--- config.mk ---
export PLATFORM = sky130hd
export DESIGN_NAME = dmod_prescaler
export DESIGN_NICKNAME = d
export VERILOG_FILES = /design/src/rtl/dmp_pkg.sv /design/src/rtl/dmp_mod_sampler.sv /design/src/rtl/dmp_phase_fsm.sv /design/src/rtl/dmp_out_stage.sv /design/src/rtl/dmod_prescaler.sv
export SDC_FILE = /design/constraint.sdc
export NUM_CORES = 1
export LEC_CHECK = 0
export ABC_AREA = 1
export BUFFER_PORTS_ARGS = -buffer_cell sky130_fd_sc_hd__buf_2
export CORE_AREA = 8 8 45 47
export CTS_BUF_LIST = sky130_fd_sc_hd__clkbuf_8 sky130_fd_sc_hd__clkbuf_16
export DETAILED_ROUTE_END_ITERATION = 7
export DIE_AREA = 0 0 53 55
export PLACE_DENSITY = 0.43
export REMOVE_ABC_BUFFERS = 1
export SLEW_MARGIN = 20
export SYNTH_ARGS = -nofsm -noshare
export SYNTH_HDL_FRONTEND = slang
export SYNTH_SLANG_ARGS = --single-unit
--- constraint.sdc ---
create_clock -name clk -period 1.6 [get_ports clk]
set_input_delay 0.24 -clock clk [delete_from_list [all_inputs] [get_ports clk]]
set_output_delay 0.24 -clock clk [all_outputs]
set_load 0.005 [all_outputs]
--- src/rtl/dmp_pkg.sv ---
package dmp_pkg;

    typedef enum logic [1:0] {
        PH_LEAD    = 2'd0,
        PH_SWALLOW = 2'd1,
        PH_TRAIL   = 2'd2
    } phase_e;

endpackage

--- src/rtl/dmp_mod_sampler.sv ---
module dmp_mod_sampler (
    input  logic clk,
    input  logic rst,
    input  logic range_sel,
    input  logic mod_ctl,
    input  logic load,
    output logic range_small_q,
    output logic swallow_q
);

    // Configuration is captured at reset and at each period boundary only.
    always_ff @(posedge clk) begin
        if (rst || load) begin
            range_small_q <= range_sel;
            swallow_q     <= ~mod_ctl;
        end
    end

    AST_CFG_HOLD: assert property (@(posedge clk) disable iff (rst)
        !load |=> ($stable(swallow_q) && $stable(range_small_q)));

    AST_RANGE_HOLD: assert property (@(posedge clk) disable iff (rst)
        !load |=> $stable(range_small_q));

endmodule

--- src/rtl/dmp_phase_fsm.sv ---
module dmp_phase_fsm
    import dmp_pkg::*;
#(
    parameter int CNT_W = 3
) (
    input  logic             clk,
    input  logic             rst,
    input  logic [CNT_W-1:0] half_last,
    input  logic             swallow,
    output phase_e           phase_q,
    output phase_e           phase_n,
    output logic             period_end
);

    logic [CNT_W-1:0] cnt_q;
    logic [CNT_W-1:0] cnt_n;
    logic             at_last;

    assign at_last = (cnt_q == half_last);

    // State register
    always_ff @(posedge clk) begin
        if (rst) begin
            phase_q <= PH_TRAIL;
            cnt_q   <= '0;
        end else begin
            phase_q <= phase_n;
            cnt_q   <= cnt_n;
        end
    end

    // Next-state logic
    always_comb begin
        phase_n = phase_q;
        cnt_n   = cnt_q + 1'b1;
        unique case (phase_q)
            PH_LEAD: begin
                if (at_last) begin
                    phase_n = swallow ? PH_SWALLOW : PH_TRAIL;
                    cnt_n   = '0;
                end
            end
            PH_SWALLOW: begin
                phase_n = PH_TRAIL;
                cnt_n   = '0;
            end
            PH_TRAIL: begin
                if (at_last) begin
                    phase_n = PH_LEAD;
                    cnt_n   = '0;
                end
            end
            default: begin
                phase_n = PH_TRAIL;
                cnt_n   = '0;
            end
        endcase
    end

    // Outputs
    always_comb begin
        period_end = (phase_q == PH_TRAIL) && at_last;
    end

    AST_SWALLOW_ONE: assert property (@(posedge clk) disable iff (rst)
        (phase_q == PH_SWALLOW) |=> (phase_q == PH_TRAIL));

    AST_SWALLOW_GATED: assert property (@(posedge clk) disable iff (rst)
        (phase_q == PH_SWALLOW) |-> swallow);

    AST_CNT_BOUND: assert property (@(posedge clk) disable iff (rst)
        (phase_q != PH_SWALLOW) |-> (cnt_q <= half_last));

    AST_END_SINGLE: assert property (@(posedge clk) disable iff (rst)
        period_end |=> !period_end);

endmodule

--- src/rtl/dmp_out_stage.sv ---
module dmp_out_stage
    import dmp_pkg::*;
#(
    parameter bit INVERT_OUT = 1'b0
) (
    input  logic   clk,
    input  logic   rst,
    input  phase_e phase_n,
    input  logic   period_end,
    output logic   div_out
);

    logic act_q;

    always_ff @(posedge clk) begin
        if (rst) act_q <= 1'b0;
        else     act_q <= (phase_n != PH_TRAIL);
    end

    generate
        if (INVERT_OUT) begin : g_neg
            assign div_out = ~act_q;
        end else begin : g_pos
            assign div_out = act_q;
        end
    endgenerate

    AST_RESET_INACTIVE: assert property (@(posedge clk)
        rst |=> (act_q == 1'b0));

    AST_RISE_AT_BOUNDARY: assert property (@(posedge clk) disable iff (rst)
        $rose(act_q) |-> $past(period_end));

endmodule

--- src/rtl/dmod_prescaler.sv ---
module dmod_prescaler
    import dmp_pkg::*;
#(
    parameter int SMALL_DIV  = 8,
    parameter int LARGE_DIV  = 16,
    parameter bit INVERT_OUT = 1'b0
) (
    input  logic clk,
    input  logic rst,
    input  logic range_sel,
    input  logic mod_ctl,
    output logic div_out
);

    localparam int H_SMALL = SMALL_DIV / 2;
    localparam int H_LARGE = LARGE_DIV / 2;
    localparam int CNT_W   = (H_LARGE > 2) ? $clog2(H_LARGE) : 1;
    localparam logic [CNT_W-1:0] LAST_SMALL = CNT_W'(H_SMALL - 1);
    localparam logic [CNT_W-1:0] LAST_LARGE = CNT_W'(H_LARGE - 1);

    logic             range_small_q;
    logic             swallow_q;
    logic             period_end;
    logic [CNT_W-1:0] half_last;
    phase_e           phase_q;
    phase_e           phase_n;

    assign half_last = range_small_q ? LAST_SMALL : LAST_LARGE;

    dmp_mod_sampler u_sampler (
        .clk           (clk),
        .rst           (rst),
        .range_sel     (range_sel),
        .mod_ctl       (mod_ctl),
        .load          (period_end),
        .range_small_q (range_small_q),
        .swallow_q     (swallow_q)
    );

    dmp_phase_fsm #(.CNT_W(CNT_W)) u_fsm (
        .clk        (clk),
        .rst        (rst),
        .half_last  (half_last),
        .swallow    (swallow_q),
        .phase_q    (phase_q),
        .phase_n    (phase_n),
        .period_end (period_end)
    );

    dmp_out_stage #(.INVERT_OUT(INVERT_OUT)) u_out (
        .clk        (clk),
        .rst        (rst),
        .phase_n    (phase_n),
        .period_end (period_end),
        .div_out    (div_out)
    );

    initial begin
        AST_PARAM_EVEN: assert ((SMALL_DIV % 2 == 0) && (LARGE_DIV % 2 == 0)
                                && (SMALL_DIV >= 2) && (LARGE_DIV >= SMALL_DIV));
    end

endmodule

==> reports/results.ini <==
[critical_path]
arrival_ps=1280
critPathSlowestCell=dfxtp_1
required_ps=1510
crit_type=register to register
timing.rr.end=u_sampler.range_small_q$_DFFE_PP_
cp.depth=5
cp-start-kind=register
slowest_delay_ps=330
path_buf_inv=1
critical_path_peak_fanout=4
r2r_cells=5
crit_end=u_sampler.range_small_q$_DFFE_PP_
critical_path.top_delay_family=compound AO/OA/AOI/OAI gates
critical_path.startpoint=u_fsm.cnt_q[0]$_SDFF_PP0_
rr_startpoint=u_fsm.cnt_q[0]$_SDFF_PP0_
ff2ff_setup_slack_ps=240
end_kind=register
crit_chain=ha_1, inv_1, a21oi_2, nand2_2, o21bai_1

[min_path]
hp-class=primary input to register
worst_hold_startpoint=range_sel

[flow_run]
drv_cap=0

[sta]
setup_tns_ps=0
worst_slew_pin_slew_ps=274
fin_crit_ps=1360
finalCritPeriodShare=0.851
final.setup_skew_ps=5.58
finalHoldViolations=0
drv_slew=0
rsz0062_at_grt=false
slew_headroom=0.817
fin_ws_ps=238
clock.fmax_mhz=734
finalSetupViolCount=0

[logic_synthesis]
synth.ff_latch_count=8
synth_area_leaders=dfxtp_1 (38%), edfxtp_1 (19%), nor2_1 (9.5%), inv_1 (6.0%), nand3_1 (4.8%)
synth_cell_types=13
synth_cells=34
postSynthAreaPerCell_sq_um=9.27
syn_area_sq_um=315
ys_seq_area_frac=0.571
ys_warn_count=0
synth_top_area_frac=0.381
yosysTopAreaCell=dfxtp_1

[floorplanning]
design.core.area_sq_mm=0.00138
dieArea_sq_mm=0.00292
rows=14
io_pins=5
die_h_um=55
start_util=0.228
fp.dieW_um=53

[route]
dr_total_vias=232
wirelength_um=508
first_pass_iters=4
ant_nets=0
vias_per_cell=4.07
wl_per_cell_um=8.91
drc=0
drtIter0Drc=4

[grt]
grt_pass1_wl_um=731
overflow=0
grt.total_usage=0.0406
antenna_found_initial=0
grt_max_degree=5
grt_pass1_vias=193

[cts]
clk_latency_ps=230
clockBufferDepth=2
clkSlewWorstSetupHoldPaths_ps=40
postCtsSetupRepairBufs=0
cts_resized=0
htree_levels=1
cts_sinks=8
cts_buffers=3
holdBufCountCts=0
cts_root_buf=clkbuf_8
cts_tree=done

[layout]
area_growth_pct=25.8
fillers=145
fin_cells=57
fin_nets=48
drive_above_1_share=0.268
fin_util=0.287
diodes=0

[power_and_ir_drop]
power_leakage_uw=0.000187
powerDensity_mw_per_mm2=1290
p_total_uw=511
peakVddDrop_mv=0.411

[placement]
dp_slack_ps=221
gp_congestion=0.664
place_inst=54
place_hpwl_um=384
io_buffers=4

[outcome]
outcome=finished, final reports clean

[cells in the mapped netlist]
cell      number
or2_4          1
nand2_2        2
ha_1           1
o21bai_1       1
nand3_1        3
nor2_1         8
edfxtp_1       2
a21oi_2        1
dfxtp_1        6
a21oi_1        1
xnor2_1        1
nand2_1        2
inv_1          5
[worst min path at each step]
| stage | end | cells after the start |
|---|---|---|
| 3_3_place_gp | u_fsm.cnt_q[0]$_SDFF_PP0_ | 1 |
| 6_report | u_sampler.range_small_q$_DFFE_PP_ | 1 |
| 3_5_place_dp | u_sampler.range_small_q$_DFFE_PP_ | 1 |
| 5_1_grt | u_sampler.range_small_q$_DFFE_PP_ | 1 |
| 4_1_cts | u_sampler.range_small_q$_DFFE_PP_ | 1 |
| 2_1_floorplan | u_sampler.range_small_q$_DFFE_PP_ | 0 |
[area by class of cell]
type / count / area [sq um] / share of cell area
Tap cell: 16 / 20.0 / 0.0505
Timing Repair Buffer: 4 / 20.0 / 0.0505
Inverter: 5 / 18.8 / 0.0473
Clock buffer: 3 / 41.3 / 0.104
Sequential cell: 8 / 180 / 0.454
Multi-Input combinational cell: 21 / 116 / 0.293
[registers in the layout (all words and copies together), names as in the netlist]
register	cells
u_fsm.phase_q	2
u_sampler.range_small_q	1
u_sampler.swallow_q	1
u_fsm.cnt_q	3
u_out.div_out	1
[cell usage in the layout, fill, tap and decap left out, drive strengths merged]
cell type / count
nor2: 8
dfxtp: 6
inv: 5
buf: 4
nand2: 4
nand3: 3
clkbuf: 3
edfxtp: 2
a21oi: 2
or2: 1
o21bai: 1
xnor2: 1
ha: 1
[layer usage]
layer | vias up | global-route usage | routed length, um
li1 | 121 | - | -
met1 | 100 | 0.0353 | 219
met2 | 8 | 0.0449 | 214
met3 | 3 | 0.0267 | 44
met4 | 0 | 0.0776 | 30
met5 | - | 0 | 0
[power breakdown]
group          switching [uW]  internal [uW]  total [uW]
clock                    80.5            163         244
sequential               6.67            222         229
combinational            20.7           18.5        39.3
[stage by stage]
stage | hold WS (ps) | cell area [sq um]
after global routing | 180 | 397
after floorplan | 339 | 315
after CTS | 181 | 397
after detailed placement | 418 | 355
final | 187 | 397
after global placement | 405 | 355
[worst register-to-register path: cells and delay by family, from the launching register on]
family                   cells  cell delay, ps
buffers and inverters        1              60
flip-flops                   1             330
adder cells (fa/ha/maj)      1             180
AND/OR/NAND/NOR              1             110
AO/OA/AOI/OAI                2             380
[kinds of logic after synthesis]
family / after synthesis / share of synthesized area
compound gates: 3 / 0.0675
xor+xnor: 1 / 0.0278
fa+ha+maj: 1 / 0.0397
buf+inv: 5 / 0.0595
flops: 8 / 0.571
simple gates: 16 / 0.234
Note: power is estimated with default switching activity, not from simulation.
